--- config.mk ---
export PLATFORM = sky130hd
export DESIGN_NAME = mesi_snoop_ctrl
export DESIGN_NICKNAME = d
export VERILOG_FILES = /design/src/rtl/mesi_pkg.sv /design/src/rtl/mesi_line_store.sv /design/src/rtl/mesi_snoop_unit.sv /design/src/rtl/mesi_snoop_ctrl.sv
export SDC_FILE = /design/constraint.sdc
export NUM_CORES = 1
export LEC_CHECK = 0
export BUFFER_PORTS_ARGS = -buffer_cell sky130_fd_sc_hd__buf_2
export CAP_MARGIN = 10
export CORE_ASPECT_RATIO = 1.25
export CORE_MARGIN = 8
export CORE_UTILIZATION = 49
export DETAILED_ROUTE_END_ITERATION = 8
export PLACE_DENSITY_LB_ADDON = 0.08
export SETUP_SLACK_MARGIN = 0.2
export SLEW_MARGIN = 20
export SYNTH_ARGS = -nofsm -noshare
export SYNTH_HDL_FRONTEND = slang
export SYNTH_SLANG_ARGS = --single-unit
--- constraint.sdc ---
create_clock -name clk -period 2.4 [get_ports clk]
set_input_delay 0.24 -clock clk [delete_from_list [all_inputs] [get_ports clk]]
set_output_delay 0.24 -clock clk [all_outputs]
set_load 0.02 [all_outputs]
--- src/rtl/mesi_pkg.sv ---
package mesi_pkg;
    typedef enum logic [2:0] {
        CMD_NONE = 3'd0,
        CMD_RD   = 3'd1,
        CMD_RDX  = 3'd2,
        CMD_UPG  = 3'd3,
        CMD_WB   = 3'd4
    } bus_cmd_e;

    typedef enum logic [1:0] {
        LN_I = 2'd0,
        LN_S = 2'd1,
        LN_E = 2'd2,
        LN_M = 2'd3
    } line_st_e;

    typedef enum logic [1:0] {
        FSM_IDLE  = 2'd0,
        FSM_EVICT = 2'd1,
        FSM_FETCH = 2'd2
    } fsm_e;

    typedef struct packed {
        fsm_e fsm;
    } ctl_t;
endpackage

--- src/rtl/mesi_line_store.sv ---
module mesi_line_store
    import mesi_pkg::*;
#(
    parameter int IDX_W  = 2,
    parameter int TAG_W  = 6,
    parameter int DATA_W = 8
) (
    input  logic              clk,
    input  logic              rst_n,
    input  logic [IDX_W-1:0]  lk_idx,
    output line_st_e          lk_st,
    output logic [TAG_W-1:0]  lk_tag,
    output logic [DATA_W-1:0] lk_data,
    input  logic [IDX_W-1:0]  sn_idx,
    output line_st_e          sn_st,
    output logic [TAG_W-1:0]  sn_tag,
    output logic [DATA_W-1:0] sn_data,
    input  logic              wl_en,
    input  logic [IDX_W-1:0]  wl_idx,
    input  line_st_e          wl_st,
    input  logic [TAG_W-1:0]  wl_tag,
    input  logic              wl_data_en,
    input  logic [DATA_W-1:0] wl_data,
    input  logic              ws_en,
    input  logic [IDX_W-1:0]  ws_idx,
    input  line_st_e          ws_st,
    output line_st_e          st_all [1<<IDX_W]
);
    localparam int SETS = 1 << IDX_W;

    line_st_e          st_d   [SETS];
    line_st_e          st_q   [SETS];
    logic [TAG_W-1:0]  tag_d  [SETS];
    logic [TAG_W-1:0]  tag_q  [SETS];
    logic [DATA_W-1:0] data_d [SETS];
    logic [DATA_W-1:0] data_q [SETS];

    assign lk_st   = st_q[lk_idx];
    assign lk_tag  = tag_q[lk_idx];
    assign lk_data = data_q[lk_idx];
    assign sn_st   = st_q[sn_idx];
    assign sn_tag  = tag_q[sn_idx];
    assign sn_data = data_q[sn_idx];

    always_comb begin
        for (int i = 0; i < SETS; i++) begin
            st_d[i]   = st_q[i];
            tag_d[i]  = tag_q[i];
            data_d[i] = data_q[i];
        end
        if (wl_en) begin
            st_d[wl_idx]  = wl_st;
            tag_d[wl_idx] = wl_tag;
            if (wl_data_en) data_d[wl_idx] = wl_data;
        end
        // a snoop update wins if both ever touch one line
        if (ws_en) st_d[ws_idx] = ws_st;
    end

    always_ff @(posedge clk) begin
        for (int i = 0; i < SETS; i++) begin
            if (!rst_n) begin
                st_q[i]   <= LN_I;
                tag_q[i]  <= '0;
                data_q[i] <= '0;
            end else begin
                st_q[i]   <= st_d[i];
                tag_q[i]  <= tag_d[i];
                data_q[i] <= data_d[i];
            end
        end
    end

    generate
        for (genvar g = 0; g < SETS; g++) begin : g_out
            assign st_all[g] = st_q[g];
        end
    endgenerate
endmodule

--- src/rtl/mesi_snoop_unit.sv ---
module mesi_snoop_unit
    import mesi_pkg::*;
#(
    parameter int TAG_W  = 6,
    parameter int DATA_W = 8
) (
    input  bus_cmd_e          snp_cmd,
    input  logic [TAG_W-1:0]  snp_tag,
    input  line_st_e          line_st,
    input  logic [TAG_W-1:0]  line_tag,
    input  logic [DATA_W-1:0] line_data,
    output logic              share,
    output logic              interv,
    output logic [DATA_W-1:0] interv_data,
    output logic              upd_en,
    output line_st_e          upd_st
);
    logic hit;
    assign hit = (line_st != LN_I) && (line_tag == snp_tag);

    always_comb begin
        share  = 1'b0;
        interv = 1'b0;
        upd_en = 1'b0;
        upd_st = line_st;
        case (snp_cmd)
            CMD_RD: begin
                share  = hit;
                interv = hit && (line_st == LN_M);
                upd_en = hit && (line_st != LN_S);
                upd_st = LN_S;
            end
            CMD_RDX: begin
                interv = hit && (line_st == LN_M);
                upd_en = hit;
                upd_st = LN_I;
            end
            CMD_UPG: begin
                upd_en = hit;
                upd_st = LN_I;
            end
            default: ;
        endcase
        interv_data = interv ? line_data : '0;
    end
endmodule

--- src/rtl/mesi_snoop_ctrl.sv ---
module mesi_snoop_ctrl
    import mesi_pkg::*;
#(
    parameter int ADDR_W = 8,
    parameter int DATA_W = 8,
    parameter int IDX_W  = 2
) (
    input  logic              clk,
    input  logic              rst_n,
    input  logic              cpu_req,
    input  logic              cpu_we,
    input  logic [ADDR_W-1:0] cpu_addr,
    input  logic [DATA_W-1:0] cpu_wdata,
    output logic              cpu_done,
    output logic [DATA_W-1:0] cpu_rdata,
    output logic              bus_req,
    input  logic              bus_gnt,
    output logic [2:0]        bus_cmd,
    output logic [ADDR_W-1:0] bus_addr,
    output logic [DATA_W-1:0] bus_wdata,
    input  logic              bus_share_i,
    input  logic [DATA_W-1:0] bus_fill_data,
    input  logic [2:0]        snp_cmd,
    input  logic [ADDR_W-1:0] snp_addr,
    output logic              share_o,
    output logic              inter_o,
    output logic [DATA_W-1:0] inter_data
);
    localparam int TAG_W = ADDR_W - IDX_W;
    localparam int SETS  = 1 << IDX_W;

    ctl_t ctl_d, ctl_q;

    logic [IDX_W-1:0] c_idx, s_idx;
    logic [TAG_W-1:0] c_tag, s_tag;
    assign c_idx = cpu_addr[IDX_W-1:0];
    assign c_tag = cpu_addr[ADDR_W-1:IDX_W];
    assign s_idx = snp_addr[IDX_W-1:0];
    assign s_tag = snp_addr[ADDR_W-1:IDX_W];

    bus_cmd_e snp_e, cmd_e;
    assign snp_e   = bus_cmd_e'(snp_cmd);
    assign bus_cmd = cmd_e;

    line_st_e          lk_st, sn_st, upd_st, wl_st;
    logic [TAG_W-1:0]  lk_tag, sn_tag;
    logic [DATA_W-1:0] lk_data, sn_data, wl_data;
    logic              upd_en, wl_en, wl_data_en;
    line_st_e          st_all [SETS];

    mesi_line_store #(.IDX_W(IDX_W), .TAG_W(TAG_W), .DATA_W(DATA_W)) u_store (
        .clk(clk), .rst_n(rst_n),
        .lk_idx(c_idx), .lk_st(lk_st), .lk_tag(lk_tag), .lk_data(lk_data),
        .sn_idx(s_idx), .sn_st(sn_st), .sn_tag(sn_tag), .sn_data(sn_data),
        .wl_en(wl_en), .wl_idx(c_idx), .wl_st(wl_st), .wl_tag(c_tag),
        .wl_data_en(wl_data_en), .wl_data(wl_data),
        .ws_en(upd_en), .ws_idx(s_idx), .ws_st(upd_st),
        .st_all(st_all)
    );

    mesi_snoop_unit #(.TAG_W(TAG_W), .DATA_W(DATA_W)) u_snoop (
        .snp_cmd(snp_e), .snp_tag(s_tag),
        .line_st(sn_st), .line_tag(sn_tag), .line_data(sn_data),
        .share(share_o), .interv(inter_o), .interv_data(inter_data),
        .upd_en(upd_en), .upd_st(upd_st)
    );

    logic hit, snp_clash;
    assign hit       = (lk_st != LN_I) && (lk_tag == c_tag);
    assign snp_clash = (snp_e != CMD_NONE) && (s_idx == c_idx);

    always_comb begin
        ctl_d      = ctl_q;
        cpu_done   = 1'b0;
        cpu_rdata  = '0;
        bus_req    = 1'b0;
        cmd_e      = CMD_NONE;
        bus_addr   = '0;
        bus_wdata  = '0;
        wl_en      = 1'b0;
        wl_st      = lk_st;
        wl_data_en = 1'b0;
        wl_data    = cpu_wdata;
        case (ctl_q.fsm)
            FSM_IDLE: begin
                if (cpu_req && !snp_clash) begin
                    if (hit && !cpu_we) begin
                        cpu_done  = 1'b1;
                        cpu_rdata = lk_data;
                    end else if (hit && (lk_st == LN_E || lk_st == LN_M)) begin
                        cpu_done   = 1'b1;
                        wl_en      = 1'b1;
                        wl_st      = LN_M;
                        wl_data_en = 1'b1;
                    end else if (!hit && lk_st == LN_M) begin
                        ctl_d.fsm = FSM_EVICT;
                    end else begin
                        ctl_d.fsm = FSM_FETCH;
                    end
                end
            end
            FSM_EVICT: begin
                if (lk_st == LN_M && lk_tag != c_tag) begin
                    bus_req = 1'b1;
                    if (bus_gnt) begin
                        cmd_e     = CMD_WB;
                        bus_addr  = {lk_tag, c_idx};
                        bus_wdata = lk_data;
                        wl_en     = 1'b1;
                        wl_st     = LN_I;
                        ctl_d.fsm = FSM_FETCH;
                    end
                end else begin
                    // victim lost ownership to a snoop while waiting
                    ctl_d.fsm = FSM_FETCH;
                end
            end
            FSM_FETCH: begin
                bus_req = 1'b1;
                if (bus_gnt) begin
                    bus_addr   = cpu_addr;
                    cpu_done   = 1'b1;
                    wl_en      = 1'b1;
                    wl_data_en = 1'b1;
                    ctl_d.fsm  = FSM_IDLE;
                    if (cpu_we) begin
                        cmd_e = hit ? CMD_UPG : CMD_RDX;
                        wl_st = LN_M;
                    end else begin
                        cmd_e     = CMD_RD;
                        wl_st     = bus_share_i ? LN_S : LN_E;
                        wl_data   = bus_fill_data;
                        cpu_rdata = bus_fill_data;
                    end
                end
            end
            default: ctl_d.fsm = FSM_IDLE;
        endcase
    end

    always_ff @(posedge clk) begin
        if (!rst_n) ctl_q.fsm <= FSM_IDLE;
        else        ctl_q <= ctl_d;
    end

    // indices of the previous cycle, kept for the checks below
    logic [IDX_W-1:0] c_idx_q, s_idx_q;
    always_ff @(posedge clk) begin
        c_idx_q <= c_idx;
        s_idx_q <= s_idx;
    end

    p_fill_excl_r5: assert property (@(posedge clk) disable iff (!rst_n)
        (cmd_e == CMD_RD && !bus_share_i) |=> st_all[c_idx_q] == LN_E);
    p_fill_shared_r5: assert property (@(posedge clk) disable iff (!rst_n)
        (cmd_e == CMD_RD && bus_share_i) |=> st_all[c_idx_q] == LN_S);
    p_upgrade_owns_r3: assert property (@(posedge clk) disable iff (!rst_n)
        (cmd_e == CMD_UPG) |=> st_all[c_idx_q] == LN_M);
    p_write_done_mod_r4: assert property (@(posedge clk) disable iff (!rst_n)
        (cpu_done && cpu_we) |=> st_all[c_idx_q] == LN_M);
    p_share_only_read_r6: assert property (@(posedge clk) disable iff (!rst_n)
        share_o |-> snp_e == CMD_RD);
    p_interv_gives_up_r7: assert property (@(posedge clk) disable iff (!rst_n)
        inter_o |=> st_all[s_idx_q] != LN_M);
    p_invalidate_r9: assert property (@(posedge clk) disable iff (!rst_n)
        ((snp_e == CMD_RDX || snp_e == CMD_UPG) && sn_st != LN_I && sn_tag == s_tag)
        |=> st_all[s_idx_q] == LN_I);
    p_cmd_granted_r2: assert property (@(posedge clk) disable iff (!rst_n)
        (cmd_e != CMD_NONE) |-> bus_gnt);
endmodule

# --- Word level (Yosys, flattened, before mapping) ---
# Memory sizes are Yosys's and may differ from the RTL's.
# Cells that the tools add are included.
op_classes:
  n_addsub: 0
  multipliers: 0
  div: 0
  order_cmp: 4
  eq_ne: 18
  n_shift: 0
  n_mux: 86
  n_bitwise: 14
  reduce_logical: 23
ops:
  columns: ["operator", "n"]
  rows:
  - ["8-bit two-way mux", 21]
  - ["32-bit two-way mux", 2]
  - ["2-bit two-way mux", 23]
  - ["32-bit bitwise mux", 1]
  - ["8-bit one-hot mux with 2 select lines", 2]
  - ["6-bit two-way mux", 5]
  - ["24-bit bitwise mux", 1]
  - ["24-bit two-way mux", 1]
  - ["8-bit bitwise mux", 2]
  - ["8-bit demux with 2-bit select", 1]
  - ["1-bit two-way mux", 13]
  - ["6-bit demux with 2-bit select", 1]
  - ["6-bit equality test", 2]
  - ["1-bit logical AND", 12]
  - ["1-bit bitwise OR", 12]
  - ["2-bit one-hot mux with 3 select lines", 2]
  - ["2-bit demux with 2-bit select", 2]
  - ["2-bit equality test, second input constant", 4]
  - ["2-bit inequality test, second input constant", 4]
  - ["1-bit one-hot mux with 2 select lines", 4]
  - ["3-bit by 2-bit equality test with 1-bit output, second input constant", 2]
  - ["3-bit >= comparator, second input constant", 2]
  - ["3-bit by 1-bit less-than comparator with 1-bit output, second input constant", 2]
  - ["3-bit two-way mux", 2]
  - ["17 further kinds", 22]
totals:
  register_bits: 2
  latch_bits: 0
  ramBits: 64
  rom_bits: 0
  output_inout_bits: 39
  word_cells: 149
  memories: 3
mem_list:
  columns: ["name", "depth", "width", "rd", "rd_ports_with_merged_regs", "write_ports", "line_no", "source"]
  rows:
  - ["u_store.data_q", 4, 8, 6, 0, 4, "mesi_line_store.sv:36", "logic [DATA_W-1:0] data_q [SETS];"]
  - ["u_store.tag_q", 4, 6, 6, 0, 4, "mesi_line_store.sv:34", "logic [TAG_W-1:0] tag_q [SETS];"]
  - ["u_store.st_q", 4, 2, 6, 0, 4, "mesi_line_store.sv:32", "line_st_e st_q [SETS];"]

# --- Logic depth before layout (Yosys ltp) ---
# An unclocked memory read counts as a cell.
depth:
  ltp_word: 13
  mapped_depth: 11

# --- Hierarchy ---
# A second synthesis with hierarchy kept.
unflattened:
  hier_cells: 470
  area_unflattened_um2: 4535.6
modules_own_cells:
  columns: ["mod", "n_inst", "cells_per_inst", "area_per_inst_um2"]
  rows:
  - ["mesi_line_store", 1, 306, 3402.0]
  - ["mesi_snoop_ctrl", 1, 125, 870.8]
  - ["mesi_snoop_unit", 1, 39, 262.8]

# --- Least setup slack after synthesis ---
# Ideal clock, no wire load.
synth_path:
  kind: "input to output"
  start: "input port cpu_addr[0]"
  end: "output port cpu_rdata[0]"
  t_arrival_ns: 2.476
  slack_ns: -0.316
  cell_stages: 9
  cell_sequence: "buf_6 buf_6 mux4_2 xnor2_2 nand2_2 or2_2 clkbuf_1 nor4_4 a22o_1"
synth_via:
  elab_chain_len: 7
synth_lines:
  columns: ["item", "line_no", "source"]
  rows:
  - ["from (decl)", "mesi_snoop_ctrl.sv:12", "input logic [ADDR_W-1:0] cpu_addr,"]
  - ["memory read 4 x 6 bit / memory read 4 x 2 bit (equally long branches)", null, null]
  - ["6-bit equality test / 2-bit nonzero test (equally long branches)", "mesi_snoop_ctrl.sv:69", "assign hit = (lk_st != LN_I) && (lk_tag == c_tag);"]
  - ["1-bit logical AND", "mesi_snoop_ctrl.sv:69", null]
  - ["1-bit logical AND", "mesi_snoop_ctrl.sv:87", "if (hit && !cpu_we) begin"]
  - ["8-bit two-way mux", "mesi_snoop_ctrl.sv:87", null]
  - ["8-bit two-way mux *", "mesi_snoop_ctrl.sv:86", "if (cpu_req && !snp_clash) begin"]
  - ["8-bit one-hot mux with 2 select lines *", "mesi_snoop_ctrl.sv:84", "case (ctl_q.fsm)"]
  - ["to (decl)", "mesi_snoop_ctrl.sv:15", "output logic [DATA_W-1:0] cpu_rdata,"]
# Every way passes the cells marked *; elsewhere a longest branch is shown, timed or not.

==> summary.md <==
| Metric | Value |
|---|---|
| H-tree levels | 3 |
| Setup Crit Path Kind | reg -> out |
| Fraction of layout cells with a size suffix above 1 | 63.0% |
| Final core occ | 79.2% |
| Type of the worst min-delay path | in -> reg |
| Row count | 38 |
| Worst EP arrival | 2.52 ns |
| Synth Register Bits | 66 |
| Worst Path Max Fanout | 8 |
| Final setup fails | 103 |
| Clk pwr share | 30.7% |
| Final setup margin | -0.359 ns |
| CORE AREA | 0.00856 mm2 |
| Area contributors post-synth | dfxtp_1 (31%), mux4_2 (17%), mux2i_1 (7.5%) |
| Crit end category | primary output |
| Gr usage total | 22.9% |
| Fin crit share | 115% |
| Number of global-route vias before repair | 4330 |
| CTS sink cnt | 66 |
| DR vias | 4223 |
| PortBufs | 79 |
| CTS tree | yes |
| Status | finished, violations left |
| Slew @ Worst Pin | 0.838 ns |
| Synth Cell Area | 0.00426 mm2 |
| Routed Antenna Nets | 0 |
| CTS buffer count | 9 |
| Reg power frac | 42.2% |
| EDFF count, synth | 0 |
| Most frequent cell after synthesis | nor2_1 |
| Synth unique cells | 54 |
| Worst skew pair latency | 0.36 ns |
| Comb pwr share | 27.1% |
| Die Ht | 120 um |
| Yosys warning total | 0 |
| Place WS | -0.332 ns |
| Boundary Pins | 80 |
| Clock Tree Root | clkbuf_8 |
| Die area | 0.0120 mm2 |
| Max-slew violations | 0 |
| Drt drc | 0 |
| Largest net degree at the start of global routing | 60 |
| F_max | 362 MHz |
| Sequential cell area fraction in the yosys report | 31.0% |
| Ant diodes | 0 |
| Worst rel slew slack | 44.1% |
| Worst-path clk slew | 0.08 ns |
| Int Power | 0.00190 W |
| Initial Util | 49.8% |
| DRT Pass-1 Iters | 6 |
| Post-Route WL | 14700 um |
| Syn Area/Cell | 9.77 um2 |
| Violations in the final reports | setup timing |
| Pwr/cell area | 405 mW/mm2 |
| Global-route wire length before repair | 21900 um |
| Unrepaired setup endpoints after global routing | true |
| Most frequent cells after synthesis | nor2_1 (67), dfxtp_1 (66), a211oi_1 (35) |
| Max-cap violations | 0 |
| Fillers | 520 |
| Final hold vios | 0 |
| WP data required | 2.16 ns |
| Synth top area share | 31.0% |
| Congestion Overflow GR | 0 |
| Tmin final | 2.76 ns |
| Wire per inst | 20.8 um |
| Area Overhead vs Synth | 59.1% |
| Die W | 99.4 um |
| Post-Synthesis Cells | 436 |
| Initial antenna violation count | 0 |
| Max Clock Skew | 0.0119 ns |
| Via-per-instance ratio | 5.98 |
| Layout Nets | 647 |
| Critical path cell sequence | mux4_2, xnor2_2, nand4_1, buf_6, or2_4, nor4_4, buf_6, a22o_1, buf_6 |
| Worst path slowest cell | mux4_2 |
| Most frequent CP cell | buf_6 |
| HPWL Detailed | 9470 um |
| P_sw | 0.000844 W |
| Max incr delay on CP | 0.51 ns |
| DR iter-0 viols | 202 |
| Worst setup SP type | flip-flop |
| Leak | 2.73 nW |
| Sw frac | 30.7% |
| Syn nets | 481 |
| Worst R2R Setup Slack | -0.30 ns |
| Gp weighted congestion | 0.859 |
| CTS Buffer Depth | 2 |
| Worst IR Drop VDD | 0.358 mV |
| Synth Flop Type | dfxtp_1 |
| Post-synth ARST share | 0% |
| Synth area leader | dfxtp_1 |
[path summary, 6_finish.rpt]
kind	start	to	cells past startpoint
setup reg to reg	u_store.tag_q[0][0]	u_store.data_q[3][4]	12
setup / recovery	u_store.tag_q[0][0]	cpu_rdata[1]	9
hold / removal	cpu_addr[6]	u_store.tag_q[1][4]	3
hold reg to reg	u_store.st_q[1][1]	u_store.st_q[1][1]	2
[flip-flops by register name, indices dropped and copies added, names as in the netlist]
signal,cells
u_store.data_q,32
ctl_q,2
u_store.tag_q,24
u_store.st_q,8
[layer usage]
| metal | track usage, % | share of wire [%] |
|---|---|---|
| met2 | 41.8 | 54 |
| met3 | 5.52 | 6.2 |
| met4 | 10.7 | 3.3 |
| met5 | 0 | 0 |
| met1 | 24.2 | 37 |
[what timing repair did]
item / in CTS / in global routing
gates cloned: 2 / 2
setup buffers: 15 / 17
endpoints found under the setup margin: 104 / 105
gates resized for setup: 160 / 53
hold buffers: 0 / 0
pin swaps: 47 / 33
[power by group through the flow]
stage          registers (W)  clock network [W]  logic, W
5_1_grt              0.00116           0.000907  0.000788
2_1_floorplan        0.00117                  0  0.000371
4_1_cts              0.00115           0.000849  0.000670
3_3_place_gp         0.00117                  0  0.000564
6_report             0.00116           0.000844  0.000745
3_5_place_dp         0.00118                  0  0.000574
[final cells by class]
type | instances | area [um2] | area share [%]
multi-input cells | 325 | 3370 | 49.7
repair buffers | 185 | 1720 | 25.4
flip-flops and latches | 66 | 1340 | 19.7
clock buffers | 12 | 155 | 2.29
well taps | 100 | 125 | 1.85
inverters | 15 | 56.3 | 0.831
clock inverters | 3 | 15.0 | 0.221
[worst max-delay path, delay by kind of cell, from the launching register on]
| family | cells | cell delay (ns) |
|---|---|---|
| compound gates | 1 | 0.15 |
| xor+xnor | 1 | 0.19 |
| buf+inv | 3 | 0.44 |
| flops | 1 | 0.34 |
| mux | 1 | 0.51 |
| simple gates | 3 | 0.52 |
[cells in the final DEF (no fill, tap or decap), drive strengths merged, types with 3 or more instances in the layout]
cell type | netlist | final
a22o | 8 | 8
nand4 | 3 | 3
mux2 | 5 | 5
inv | 14 | 15
o221ai | 4 | 4
nand3 | 10 | 10
nor3 | 5 | 5
a21oi | 6 | 6
buf | 12 | 183
mux4 | 32 | 32
o31ai | 4 | 4
o21ai | 6 | 6
a211oi | 35 | 35
ha | 4 | 4
clkbuf | 18 | 14
and3 | 4 | 4
nor2b | 15 | 15
mux2i | 32 | 32
xor2 | 5 | 5
clkinv | 1 | 3
nand2 | 15 | 15
xnor2 | 10 | 10
dfxtp | 66 | 66
and2 | 13 | 13
nor2 | 71 | 71
o21a | 3 | 3
or2 | 5 | 5
a22oi | 6 | 6
[metrics by stage]
stage	instance area, um2	hold slack [ns]	instances	setup TNS (ns)	power [W]
2_1_floorplan	4550	0.384	436	-4.40	0.00154
3_3_place_gp	5450	0.469	655	-20.51	0.00174
3_5_place_dp	5450	0.475	655	-24.62	0.00175
4_1_cts	6390	0.232	687	-15.97	0.00267
5_1_grt	6780	0.245	706	-33.95	0.00285
6_report	6780	0.240	706	-26.14	0.00275
[logic make-up after synthesis]
logic type | after synthesis | share of synthesized area (%)
and+or+nand+nor | 148 | 17.6
AOI/OAI and AO/OA | 89 | 15.9
muxes | 69 | 25.7
DFF | 66 | 31.0
buffers and inverters | 45 | 5.08
xor gates and xnor gates | 15 | 3.44
adders and majority gates | 4 | 1.17
No activity file was read; power rests on OpenSTA's default activity.
